## src/rtl/err_inj_pkg.sv

```systemverilog
package err_inj_pkg;

  localparam int NFIELD = 6;

  // register addresses
  typedef enum logic [3:0] {
    REG_CTRL  = 4'd0,
    REG_TYPE  = 4'd1,
    REG_SECT  = 4'd2,
    REG_MASK  = 4'd3,
    REG_CMPEN = 4'd4,
    REG_FLD0  = 4'd5
  } reg_addr_e;

  // field order inside the packed coordinate vector and compare enables
  localparam int F_CHAN = 0;
  localparam int F_DIMM = 1;
  localparam int F_RANK = 2;
  localparam int F_BANK = 3;
  localparam int F_PAGE = 4;
  localparam int F_COL  = 5;

  // type register bits
  localparam int TB_REPEAT = 0;
  localparam int TB_ECC    = 1;
  localparam int TB_PAR    = 2;
  localparam int TB_RDTRIG = 3;
  localparam int TYPE_W    = 4;

endpackage

```

## src/rtl/inj_cfg_regs.sv

```systemverilog
module inj_cfg_regs
  import err_inj_pkg::*;
#(
  parameter int DATA_W = 32,
  parameter int SEC_W  = 8,
  parameter int FW     = 16
) (
  input  logic                         clk,
  input  logic                         rst_n,
  input  logic                         cfg_wr,
  input  logic [3:0]                   cfg_addr,
  input  logic [DATA_W-1:0]            cfg_wdata,
  output logic [DATA_W-1:0]            cfg_rdata,
  input  logic                         fire,
  output logic                         armed,
  output logic [TYPE_W-1:0]            typ,
  output logic [1:0]                   sect,
  output logic [SEC_W-1:0]             mask,
  output logic [NFIELD-1:0]            cmp_en,
  output logic [NFIELD-1:0][FW-1:0]    pat
);

  logic ctrl_wr;
  assign ctrl_wr = cfg_wr && (cfg_addr == REG_CTRL);

  always_ff @(posedge clk) begin
    if (!rst_n) begin
      armed  <= 1'b0;
      typ    <= '0;
      sect   <= '0;
      mask   <= '0;
      cmp_en <= '0;
    end else begin
      if (ctrl_wr)
        armed <= |cfg_wdata;
      else if (fire && !typ[TB_REPEAT])
        armed <= 1'b0;
      if (cfg_wr && cfg_addr == REG_TYPE)  typ    <= cfg_wdata[TYPE_W-1:0];
      if (cfg_wr && cfg_addr == REG_SECT)  sect   <= cfg_wdata[1:0];
      if (cfg_wr && cfg_addr == REG_MASK)  mask   <= cfg_wdata[SEC_W-1:0];
      if (cfg_wr && cfg_addr == REG_CMPEN) cmp_en <= cfg_wdata[NFIELD-1:0];
    end
  end

  for (genvar i = 0; i < NFIELD; i++) begin : g_pat
    always_ff @(posedge clk) begin
      if (!rst_n)
        pat[i] <= '0;
      else if (cfg_wr && cfg_addr == 4'(int'(REG_FLD0) + i))
        pat[i] <= cfg_wdata[FW-1:0];
    end
  end

  always_comb begin
    cfg_rdata = '0;
    case (cfg_addr)
      REG_CTRL:  cfg_rdata = DATA_W'(armed);
      REG_TYPE:  cfg_rdata = DATA_W'(typ);
      REG_SECT:  cfg_rdata = DATA_W'(sect);
      REG_MASK:  cfg_rdata = DATA_W'(mask);
      REG_CMPEN: cfg_rdata = DATA_W'(cmp_en);
      default: begin
        for (int i = 0; i < NFIELD; i++)
          if (cfg_addr == 4'(int'(REG_FLD0) + i)) cfg_rdata = DATA_W'(pat[i]);
      end
    endcase
  end

  AST_ARM_ON_WRITE: assert property (@(posedge clk) disable iff (!rst_n)
    ctrl_wr && (cfg_wdata != '0) |=> armed);
  AST_DISARM_ON_ZERO: assert property (@(posedge clk) disable iff (!rst_n)
    ctrl_wr && (cfg_wdata == '0) |=> !armed);
  AST_ONESHOT_CLEAR: assert property (@(posedge clk) disable iff (!rst_n)
    fire && !typ[TB_REPEAT] && !ctrl_wr |=> !armed);
  AST_REPEAT_HOLD: assert property (@(posedge clk) disable iff (!rst_n)
    fire && typ[TB_REPEAT] && !ctrl_wr |=> armed);

endmodule

```

## src/rtl/inj_addr_match.sv

```systemverilog
module inj_addr_match
  import err_inj_pkg::*;
#(
  parameter int FW = 16
) (
  input  logic [NFIELD-1:0]         cmp_en,
  input  logic [NFIELD-1:0][FW-1:0] pat,
  input  logic [NFIELD-1:0][FW-1:0] coord,
  output logic                      hit
);

  logic [NFIELD-1:0] fld_ok;

  for (genvar i = 0; i < NFIELD; i++) begin : g_fld
    assign fld_ok[i] = !cmp_en[i] || (pat[i] == coord[i]);
  end

  assign hit = &fld_ok;

endmodule

```

## src/rtl/inj_corrupt.sv

```systemverilog
module inj_corrupt #(
  parameter int SEC_W = 8
) (
  input  logic               apply,
  input  logic               do_ecc,
  input  logic               do_par,
  input  logic [1:0]         sect,
  input  logic [SEC_W-1:0]   mask,
  input  logic [2*SEC_W-1:0] ecc_in,
  input  logic               par_in,
  output logic [2*SEC_W-1:0] ecc_out,
  output logic               par_out
);

  for (genvar s = 0; s < 2; s++) begin : g_sec
    logic flip_sec;
    assign flip_sec = apply && do_ecc && sect[s];
    assign ecc_out[s*SEC_W +: SEC_W] =
      ecc_in[s*SEC_W +: SEC_W] ^ (flip_sec ? mask : '0);
  end

  assign par_out = par_in ^ (apply && do_par);

  always_comb begin
    AST_LOW_UNTOUCHED: assert (sect[0] || ecc_out[SEC_W-1:0] == ecc_in[SEC_W-1:0]);
    AST_HIGH_UNTOUCHED: assert (sect[1] || ecc_out[2*SEC_W-1:SEC_W] == ecc_in[2*SEC_W-1:SEC_W]);
  end

endmodule

```

## src/rtl/mem_err_inject.sv

```systemverilog
module mem_err_inject
  import err_inj_pkg::*;
#(
  parameter int DATA_W = 32,
  parameter int CH_W   = 2,
  parameter int DIMM_W = 2,
  parameter int RANK_W = 2,
  parameter int BANK_W = 3,
  parameter int PAGE_W = 16,
  parameter int COL_W  = 12,
  parameter int SEC_W  = 8
) (
  input  logic                clk,
  input  logic                rst_n,
  input  logic                cfg_wr,
  input  logic [3:0]          cfg_addr,
  input  logic [DATA_W-1:0]   cfg_wdata,
  output logic [DATA_W-1:0]   cfg_rdata,
  input  logic                txn_valid,
  output logic                txn_ready,
  input  logic                txn_write,
  input  logic [CH_W-1:0]     txn_chan,
  input  logic [DIMM_W-1:0]   txn_dimm,
  input  logic [RANK_W-1:0]   txn_rank,
  input  logic [BANK_W-1:0]   txn_bank,
  input  logic [PAGE_W-1:0]   txn_page,
  input  logic [COL_W-1:0]    txn_col,
  input  logic [2*SEC_W-1:0]  txn_ecc,
  input  logic                txn_parity,
  output logic                out_valid,
  input  logic                out_ready,
  output logic [2*SEC_W-1:0]  out_ecc,
  output logic                out_parity,
  output logic                inj_flag,
  output logic [CH_W-1:0]     inj_chan,
  output logic [DIMM_W-1:0]   inj_dimm,
  output logic [RANK_W-1:0]   inj_rank,
  output logic [BANK_W-1:0]   inj_bank,
  output logic [PAGE_W-1:0]   inj_page,
  output logic [COL_W-1:0]    inj_col
);

  localparam int MAX_A = (CH_W > DIMM_W) ? CH_W : DIMM_W;
  localparam int MAX_B = (RANK_W > BANK_W) ? RANK_W : BANK_W;
  localparam int MAX_C = (PAGE_W > COL_W) ? PAGE_W : COL_W;
  localparam int MAX_AB = (MAX_A > MAX_B) ? MAX_A : MAX_B;
  localparam int FW = (MAX_AB > MAX_C) ? MAX_AB : MAX_C;

  logic                      armed;
  logic [TYPE_W-1:0]         typ;
  logic [1:0]                sect;
  logic [SEC_W-1:0]          mask;
  logic [NFIELD-1:0]         cmp_en;
  logic [NFIELD-1:0][FW-1:0] pat;
  logic [NFIELD-1:0][FW-1:0] coord;
  logic                      hit;
  logic                      handshake;
  logic                      trig_ok;
  logic                      fire;

  assign coord[F_CHAN] = FW'(txn_chan);
  assign coord[F_DIMM] = FW'(txn_dimm);
  assign coord[F_RANK] = FW'(txn_rank);
  assign coord[F_BANK] = FW'(txn_bank);
  assign coord[F_PAGE] = FW'(txn_page);
  assign coord[F_COL]  = FW'(txn_col);

  // pass-through stream: no storage at the edge
  assign out_valid = txn_valid;
  assign txn_ready = out_ready;
  assign handshake = txn_valid && out_ready;

  assign trig_ok = txn_write || typ[TB_RDTRIG];
  assign fire = handshake && armed && hit && trig_ok &&
                (typ[TB_ECC] || typ[TB_PAR]);

  inj_cfg_regs #(.DATA_W(DATA_W), .SEC_W(SEC_W), .FW(FW)) u_regs (
    .clk(clk), .rst_n(rst_n), .cfg_wr(cfg_wr), .cfg_addr(cfg_addr),
    .cfg_wdata(cfg_wdata), .cfg_rdata(cfg_rdata), .fire(fire),
    .armed(armed), .typ(typ), .sect(sect), .mask(mask),
    .cmp_en(cmp_en), .pat(pat)
  );

  inj_addr_match #(.FW(FW)) u_match (
    .cmp_en(cmp_en), .pat(pat), .coord(coord), .hit(hit)
  );

  inj_corrupt #(.SEC_W(SEC_W)) u_corrupt (
    .apply(fire), .do_ecc(typ[TB_ECC]), .do_par(typ[TB_PAR]),
    .sect(sect), .mask(mask), .ecc_in(txn_ecc), .par_in(txn_parity),
    .ecc_out(out_ecc), .par_out(out_parity)
  );

  assign inj_flag = fire;
  assign inj_chan = fire ? txn_chan : '0;
  assign inj_dimm = fire ? txn_dimm : '0;
  assign inj_rank = fire ? txn_rank : '0;
  assign inj_bank = fire ? txn_bank : '0;
  assign inj_page = fire ? txn_page : '0;
  assign inj_col  = fire ? txn_col  : '0;

  AST_NO_FIRE_UNARMED: assert property (@(posedge clk) disable iff (!rst_n)
    inj_flag |-> armed);
  AST_CLEAN_PASS: assert property (@(posedge clk) disable iff (!rst_n)
    !inj_flag |-> (out_ecc == txn_ecc) && (out_parity == txn_parity));
  AST_READ_GATED: assert property (@(posedge clk) disable iff (!rst_n)
    inj_flag && !txn_write |-> typ[TB_RDTRIG]);
  AST_FLAG_HANDSHAKE: assert property (@(posedge clk) disable iff (!rst_n)
    inj_flag |-> txn_valid && txn_ready);
  AST_ARM_STABLE_IDLE: assert property (@(posedge clk) disable iff (!rst_n)
    !handshake && !(cfg_wr && cfg_addr == REG_CTRL) |=> $stable(armed));

endmodule

```

## config.mk

```make
export PLATFORM = sky130hd
export DESIGN_NAME = mem_err_inject
export DESIGN_NICKNAME = d
export VERILOG_FILES = /design/src/rtl/err_inj_pkg.sv /design/src/rtl/inj_cfg_regs.sv /design/src/rtl/inj_addr_match.sv /design/src/rtl/inj_corrupt.sv /design/src/rtl/mem_err_inject.sv
export SDC_FILE = /design/constraint.sdc
export NUM_CORES = 1
export LEC_CHECK = 0
export BUFFER_PORTS_ARGS = -buffer_cell sky130_fd_sc_hd__buf_2
export CAP_MARGIN = 20
export CORE_MARGIN = 1.5
export CORE_UTILIZATION = 60
export CTS_BUF_LIST = sky130_fd_sc_hd__clkbuf_4 sky130_fd_sc_hd__clkbuf_8
export CTS_CLUSTER_DIAMETER = 50
export CTS_CLUSTER_SIZE = 24
export DETAILED_ROUTE_END_ITERATION = 6
export PLACE_DENSITY = 0.94
export SYNTH_ARGS = -nofsm -noshare
export SYNTH_HDL_FRONTEND = slang
export SYNTH_HIERARCHICAL = 1
export SYNTH_SLANG_ARGS = --single-unit
```

## constraint.sdc

```tcl
create_clock -name clk -period 5.42 [get_ports clk]
set_input_delay 0.271 -clock clk [delete_from_list [all_inputs] [get_ports clk]]
set_output_delay 0.271 -clock clk [all_outputs]
set_load 0.01 [all_outputs]
```

Word level (Yosys, flattened, before mapping)

Cells that the tools add are included.

Output and inout port bits: 89
Word-level logic and storage cells: 87
Register bits: 117
Input port bits: 96

Eq/ne operators: 16
Multiplexer cells: 17
Bitwise operators: 3
Reduce and logical (&&, ||, !) cells: 40

Operators with widths:

| cell                                                                   | number |
|---|---|
| 32-bit one-hot mux with 5 select lines                                 | 1 |
| 16-bit 2-to-1 mux                                                      | 7 |
| 16-bit by 2-bit equality test with 1-bit output                        | 3 |
| 32-bit OR reduction                                                    | 1 |
| 1-bit logical AND                                                      | 21 |
| 16-bit by 12-bit equality test with 1-bit output                       | 1 |
| 16-bit equality test                                                   | 1 |
| 16-bit by 3-bit equality test with 1-bit output                        | 1 |
| 4-bit by 3-bit equality test with 1-bit output (second input constant) | 4 |
| 8-bit 2-to-1 mux                                                       | 2 |
| 8-bit bitwise XOR                                                      | 2 |
| 4-bit equality test (second input constant)                            | 3 |
| 12-bit 2-to-1 mux                                                      | 1 |
| 4-bit by 2-bit equality test with 1-bit output (second input constant) | 2 |
| 1-bit logical OR                                                       | 8 |
| 1-bit zero test                                                        | 7 |
| 2-bit 2-to-1 mux                                                       | 3 |
| 6-bit AND reduction                                                    | 1 |
| 4-bit by 1-bit equality test with 1-bit output (second input constant) | 1 |
| 4-bit zero test                                                        | 1 |
| 3-bit 2-to-1 mux                                                       | 1 |
| 1-bit 2-to-1 mux                                                       | 2 |
| 2-bit nonzero test                                                     | 1 |
| 1-bit bitwise XOR                                                      | 1 |

Logic depth before layout (Yosys ltp)

Gate-level depths: netlist of run 1.

Depth after elaboration: 10
Depth in mapped cells: 12
Mapped depth without buffers: 10

Hierarchy

The synthesis of run 1 kept the hierarchy.

Modules (own cells, without submodules):

| module         | area each (sq um) | sequential area each (sq um) | times used | cells each |
|---|---|---|---|---|
| inj_cfg_regs   | 5510.3            | 2342.2                       | 1          | 687 |
| inj_addr_match | 1067.3            | 0.0                          | 1          | 128 |
| mem_err_inject | 581.8             | 0.0                          | 1          | 88 |
| inj_corrupt    | 337.8             | 0.0                          | 1          | 40 |

Least setup slack after synthesis of run 1

Ideal clock, no wire load.

Kind: reg2out
Start: register u_regs/pat[85] (netlist name)
End: output out_ecc[12]
Data required time: 5149 ps
Arrival: 2429 ps
Path buffers: 3
Slack: 2720 ps
Stages on the path, launching flop included: 13
Cells stage by stage: dfxtp_1 xnor2_1 nand4_1 o41ai_1 nand4_1 a221oi_2 nand4_1 buf_2 nor2_1 buf_6 buf_12 nand4_1 xnor2_1

Word-level cells in the longest chain between the ends: 10

Ends and longest elaborated chain:

| element                                          | line                 | RTL |
|---|---|---|
| start, declared                                  | inj_cfg_regs.sv:20   | `output logic [NFIELD-1:0][FW-1:0] pat` |
| start signal, assigned by index                  | inj_cfg_regs.sv:50   | `pat[i] <= cfg_wdata[FW-1:0];` |
| 16-bit by 12-bit equality test with 1-bit output | inj_addr_match.sv:15 | `assign fld_ok[i] = !cmp_en[i] \|\| (pat[i] == coord[i]);` |
| 1-bit logical OR                                 | inj_addr_match.sv:15 |  |
| 6-bit AND reduction                              | inj_addr_match.sv:18 | `assign hit = &fld_ok;` |
| via hit                                          | mem_err_inject.sv:56 | `logic hit;` |
| 1-bit logical AND (3 in series)                  | mem_err_inject.sv:74 | `assign fire = handshake && armed && hit && trig_ok &&` |
| via inj_flag                                     | mem_err_inject.sv:34 | `output logic inj_flag,` |
| 1-bit logical AND (2 in series)                  | inj_corrupt.sv:17    | `assign flip_sec = apply && do_ecc && sect[s];` |
| 8-bit 2-to-1 mux                                 | inj_corrupt.sv:19    | `ecc_in[s*SEC_W +: SEC_W] ^ (flip_sec ? mask : '0);` |
| 8-bit bitwise XOR                                | inj_corrupt.sv:19    |  |
| end, declared                                    | mem_err_inject.sv:32 | `output logic [2*SEC_W-1:0] out_ecc,` |

The timed path passes the listed nets, and every way through them passes these cells.

Worst setup path in the final report of run 1

Start: register u_regs/pat[20] (netlist name)
End: output out_ecc[1]

Word-level cells in the longest chain between the ends: 10

Ends and longest elaborated chain:

| element                                         | line |
|---|---|
| 16-bit by 2-bit equality test with 1-bit output | inj_addr_match.sv:15 |
| 1-bit logical OR                                | inj_addr_match.sv:15 |
| 6-bit AND reduction                             | inj_addr_match.sv:18 |
| via hit                                         | mem_err_inject.sv:56 |
| 1-bit logical AND (3 in series)                 | mem_err_inject.sv:74 |
| 1-bit logical AND (2 in series)                 | inj_corrupt.sv:17 |
| 8-bit 2-to-1 mux                                | inj_corrupt.sv:19 |
| 8-bit bitwise XOR                               | inj_corrupt.sv:19 |

The timed path passes the listed nets, and every way through them passes these cells.

==> out/qor.csv, run 1 <==
metric,value,unit
CP Capture Type,primary output,
Sw Share,26.19,%
Final Max Tran Viols,0,
# placed instances,1266,
area occupied by multi-input gates,4727,µm²
# IOs,185,
CTS tree,built,
H-tree levels,4,
vias in the first global route,7188,
post-route core utilization,72.77,%
total track usage,36.89,%
Root Buffer,clkbuf_8,
crit-path max FO,14,
Post-Syn Instances,943,
core area,12110,µm²
share of the yosys chip area belonging to registers,31.24,%
"commonest non-fill, non-tap cell in the layout",nand2_1,
pwr dens,231.9,nW/µm²
CP arrival,3.52,ns
Max Cap Viol,0,
clock latency on the worst-skew pair,0.42,ns
cts bufs inserted,17,
worst reg2reg path depth,11,
worst reg2reg endpoint,u_regs/armed,
CTS max path bufs,2,
Routed WL per cell,18.93,µm
placed inst area,8341,µm²
post-synth cell types,55,
most frequent cells in the layout,"nand2_1, buf_2, dfxtp_1, a21oi_1, xnor2_1",
HP Class,in -> reg,
placer's final routability congestion estimate,0.9425,
fmax,264.0,MHz
1st-iter DRT viols,1396,
synth warn,6,
die height,114.8,µm
Int Power,1.508,mW
Post-Syn Area per Cell,7.950,µm²
worst reg2reg path startpoint,u_regs/pat[20],
die area,13170,µm²
number of post-CTS setup repair buffers,0,
DRT Wirelength,24610,µm
Initial DRT Pass Iterations,7,
leakage,3.536,nW
num rows,40,
Psw,0.5353,mW
nets@finish,1215,
post-route cell area,8813,µm²
"FF+latch count, synth",117,
most used flip-flop cell after synthesis,dfxtp_1,
Via density,5.998,
via count,7797,
WS Path Type,reg -> out,
post-route setup TNS,0,ns
final std cells w/o fill,1300,
Reg power frac,43.2,%
clock-pin slew on the worst setup and hold paths,0.07,ns
share of cells above drive strength 1,23.52,%
Setup-failing EPs final,0,
asr flop ratio synth,0,%
worst hold slack,0.2127,ns
"Req. time, crit path",5.15,ns
dominant cells by area after synthesis,"dfxtp_1, xnor2_1, nand2_1",
Congestion Overflow GR,0,
initial antenna violation count,2,
port bufs,168,
first-pass GRT wire length,37150,µm
Initial Util,61.90,%
Max IR drop VDD,0.1306,mV
P&R area growth vs syn,17.56,%
number of gates resized after cts,0,
Antenna Violating Nets Remaining,0,
post-synth top area cell,dfxtp_1,
status,"complete, but fails checks",
DRC Markers,11,
Critical Path Start,u_regs/pat[20],
Final Hold Viols,0,
Clk pwr share,43.2,%
TritonCTS Sinks,117,
failing checks,DRC,
Die Wd,114.8,µm
CP Launch Type,flop,
post-DP HPWL,16720,µm
Worst R2R Setup Slack,2.33,ns
# fillers,828,
Combinational Power Share,13.6,%
Worst Tran Pin Value,0.9936,ns
RSZ-0062 raised after global routing,false,
Final period util,69.88,%
skew final,0.006382,ns
Setup crit end,out_ecc[1],
Netlist Area Pre-Place,7497,µm²
CTS Hold Bufs,0,
fin crit period,3.787,ns
Reg area,2342,µm²
post-synth top area share,31.24,%
largest net degree at the start of global routing,118,
Post-synth EDFFs,0,
Slew headroom,33.76,%
-- sequential cells by signal (all words and copies together) (netlist names) --
name,count
u_regs/cmp_en,6
u_regs/sect,2
u_regs/mask,8
u_regs/pat,96
u_regs/typ,4
u_regs/armed,1
-- routing by layer --
metal | track usage [%] | vias up | share of wire (%)
li1 | - | 3494 | -
met5 | 0 | - | 0.057
met2 | 58.12 | 626 | 44
met3 | 10.91 | 178 | 14
met4 | 22.96 | 2 | 6.8
met1 | 44.48 | 3497 | 35
-- synthesized netlist by cell type, drive strengths merged (14+ instances only) --
cell type and instances:
nand2 178, dfxtp 117, clkbuf 27, nor2 50, buf 66, xnor2 81, mux2 16, inv 39
nor4 16, a22o 14, nor3 45, a21oi 90, xor2 32, mux2i 34, nand4 38
-- power by group through the flow --
| stage | Sequential, mW | Clock (mW) | Combinational [mW] |
|---|---|---|---|
| floorplan | 0.898 | 0 | 0.175 |
| global placement | 0.902 | 0 | 0.253 |
| detailed placement | 0.903 | 0 | 0.260 |
| CTS | 0.883 | 0.882 | 0.263 |
| global route | 0.885 | 0.923 | 0.294 |
| finish | 0.884 | 0.882 | 0.277 |
-- kinds of logic after synthesis --
group | after synthesis | share of synthesized area (%)
other cells | 2 | 0.1002
mux | 51 | 7.243
simple gates | 366 | 24.92
xor+xnor | 113 | 13.20
compound gates | 162 | 13.80
flops | 117 | 31.24
buf+inv | 132 | 9.496
-- layout make-up --
| cell class | count | area share [%] |
|---|---|---|
| inverters | 39 | 1.675 |
| flip-flops and latches | 117 | 26.58 |
| diodes | 1 | 0.02839 |
| clock inverters | 10 | 1.732 |
| repair buffers | 177 | 10.76 |
| multi-input cells | 767 | 53.63 |
| well taps | 168 | 2.385 |
| clock buffers | 21 | 3.208 |
-- critical path: stages (launching register included) --
cell and delay [ns]:
dfxtp_1 0.34, xnor2_1 0.17, nand4_1 0.15, o41ai_1 0.82, nand4_1 0.19, a221oi_2 0.24, nand4_1 0.14, nor2_1 0.29
buf_4 0.27, nand4_1 0.13, xnor2_1 0.19, buf_2 0.15
-- how the worst min path moves through the flow --
stage / depth (start not counted) / startpoint / slack [ns] / end
after CTS: 3 / cfg_wdata[15] / 0.18 / u_regs/pat[63]
after global routing: 3 / cfg_wdata[15] / 0.20 / u_regs/pat[79]
final: 3 / cfg_wdata[15] / 0.21 / u_regs/pat[79]
after floorplan: 2 / cfg_wdata[10] / 0.41 / u_regs/pat[10]
after detailed placement: 2 / u_regs/typ[0] / 0.47 / u_regs/typ[0]
after global placement: 2 / u_regs/typ[0] / 0.45 / u_regs/typ[0]
-- stage by stage --
stage / worst slack [ns] / total power, mW
3_5_place_dp: 1.787 / 1.163
5_1_grt: 1.461 / 2.102
2_1_floorplan: 2.720 / 1.073
6_report: 1.633 / 2.044
4_1_cts: 1.315 / 2.028
3_3_place_gp: 1.909 / 1.155
Note: power is estimated with default switching activity, not from simulation.
==> inputs of run 2 (changes only) <==
- CORE_UTILIZATION: 60 -> 50
- PLACE_DENSITY: 0.94 -> 0.85
- clock period: 5.42 -> 3.2 ns (I/O delays scaled with it)
==> out/qor.csv, run 2 (same netlist as run 1, synthesis figures left out) <==
metric,value,unit
status,"complete, but fails checks",
failing checks,"DRC, setup timing",
die height,125.5,µm
Max IR drop VDD,0.2204,mV
Via density,5.856,
port bufs,168,
"commonest non-fill, non-tap cell in the layout",nand2_1,
first-pass GRT wire length,37920,µm
fmax,303.4,MHz
# IOs,185,
placer's final routability congestion estimate,0.9560,
num rows,44,
Reg power frac,43.8,%
# fillers,1219,
fin crit period,3.296,ns
leakage,3.659,nW
Worst Tran Pin Value,1.010,ns
Antenna Violating Nets Remaining,0,
core area,14590,µm²
setup ws final,-0.09624,ns
post-DP HPWL,17440,µm
Initial DRT Pass Iterations,7,
Clk pwr share,42.0,%
biggest regs,"u_regs/pat (96), u_regs/mask (8), u_regs/cmp_en (6)",
Final Hold Viols,0,
Final period util,103.0,%
CP Launch Type,flop,
WS Path Type,reg -> out,
Setup-failing EPs final,16,
CTS tree,built,
Initial Util,51.39,%
DRT Wirelength,25000,µm
Final Max Tran Viols,0,
HP Class,in -> reg,
Psw,0.9233,mW
largest net degree at the start of global routing,66,
final std cells w/o fill,1329,
Congestion Overflow GR,0,
via count,7783,
share of cells above drive strength 1,26.29,%
DRC Markers,3,
CTS max path bufs,2,
CP arrival,3.14,ns
H-tree levels,4,
RSZ-0062 raised after global routing,true,
CP Capture Type,primary output,
met3 usage,8.173,%
GRT busiest layer,met2,
1st-iter DRT viols,1181,
cts bufs inserted,17,
Routed WL per cell,18.81,µm
skew final,0.006243,ns
area occupied by multi-input gates,4856,µm²
Sw Share,27.07,%
Top reg by flops,u_regs/pat,
initial antenna violation count,0,
Largest register FFs,96,
Reg area,2359,µm²
P&R area growth vs syn,20.48,%
nets@finish,1228,
pwr dens,377.7,nW/µm²
clock latency on the worst-skew pair,0.43,ns
Max Cap Viol,0,
total track usage,30.62,%
vias in the first global route,7110,
Int Power,2.488,mW
Combinational Power Share,14.1,%
clock-pin slew on the worst setup and hold paths,0.07,ns
crit-path max FO,9,
die area,15740,µm²
TritonCTS Sinks,117,
worst hold slack,0.08061,ns
Slew headroom,32.37,%
grt met1 use,37.55,%
diode count,0,
Root Buffer,clkbuf_8,
met2 Usage GRT,49.23,%
"Req. time, crit path",3.04,ns
# placed instances,1292,
Die Wd,125.5,µm
most frequent cells in the layout,"nand2_1, buf_2, dfxtp_1, a21oi_1, conb_1",
-- run 2: cell types whose count changed in the layout (fill, tap and decap cells not counted), sizes merged --
cell    change
bufinv      -1
clkbuf      +1
buf        +13
diode       -1
clkinv      +1
-- run 2: final cells by class --
type	count	share of cell area (%)
Multi-Input combinational cell	767	53.76
Inverter	39	1.635
Sequential cell	117	26.11
Timing Repair Buffer	190	11.32
Clock buffer	22	3.214
Clock inverter	10	1.413
Tap cell	184	2.549
-- run 2: stage by stage --
stage               utilization [%]  setup slack, ns  setup TNS, ns  area [µm²]  power (mW)
floorplan                         -           0.6109              0        7771       1.817
global placement              57.68           0.2968              0        8416       1.969
detailed placement            57.68           0.1725              0        8416       1.980
CTS                           60.77         0.001708              0        8866       3.392
global route                  61.91          -0.2535         -4.809        9032       3.511
finish                        61.91         -0.09624         -1.175        9032       3.411
-- run 2: metal layers --
metal	share of wire, %	wire length (µm)	vias to the layer above
met3	12	2982	131
li1	-	-	3510
met1	37	9201	3536
met4	5.5	1387	0
met2	46	11430	606
met5	0	0	-
-- run 2: what timing repair did --
action | in CTS | in global routing
buffers inserted | 1 | 2
resized for setup | 4 | 33
endpoints found under the hold margin | 0 | 0
setup endpoints to repair | 50 | 50
gates cloned | 0 | 2
pin swaps | 2 | 10
hold buffers | 0 | 0
-- run 2: critical path, stage by stage (launching register included) --
cell      delay, ns
dfxtp_1        0.34
xnor2_1        0.24
nand4_1        0.15
o41ai_2        0.37
buf_4          0.16
nand4_1        0.10
a221oi_2       0.29
nand4_1        0.23
nor2_4         0.21
buf_4          0.19
nand4_1        0.11
xnor2_1        0.18
buf_2          0.15
-- run 2: worst paths after layout --
check	start	to	slack, ns	cells past startpoint
worst min-delay path	cfg_wdata[13]	u_regs/pat[29]	0.08	3
worst max-delay path	u_regs/pat[22]	out_ecc[3]	-0.1	12
worst min register to register	u_regs/pat[89]	u_regs/pat[89]	0.48	2
worst max register to register	u_regs/pat[22]	u_regs/armed	0.59	11
-- run 2: power groups by stage --
stage / clock network, mW / registers, mW / logic [mW]
after CTS: 1.44 / 1.50 / 0.455
after detailed placement: 0 / 1.53 / 0.451
after floorplan: 0 / 1.52 / 0.296
after global routing: 1.51 / 1.50 / 0.509
final: 1.43 / 1.49 / 0.483
after global placement: 0 / 1.53 / 0.441
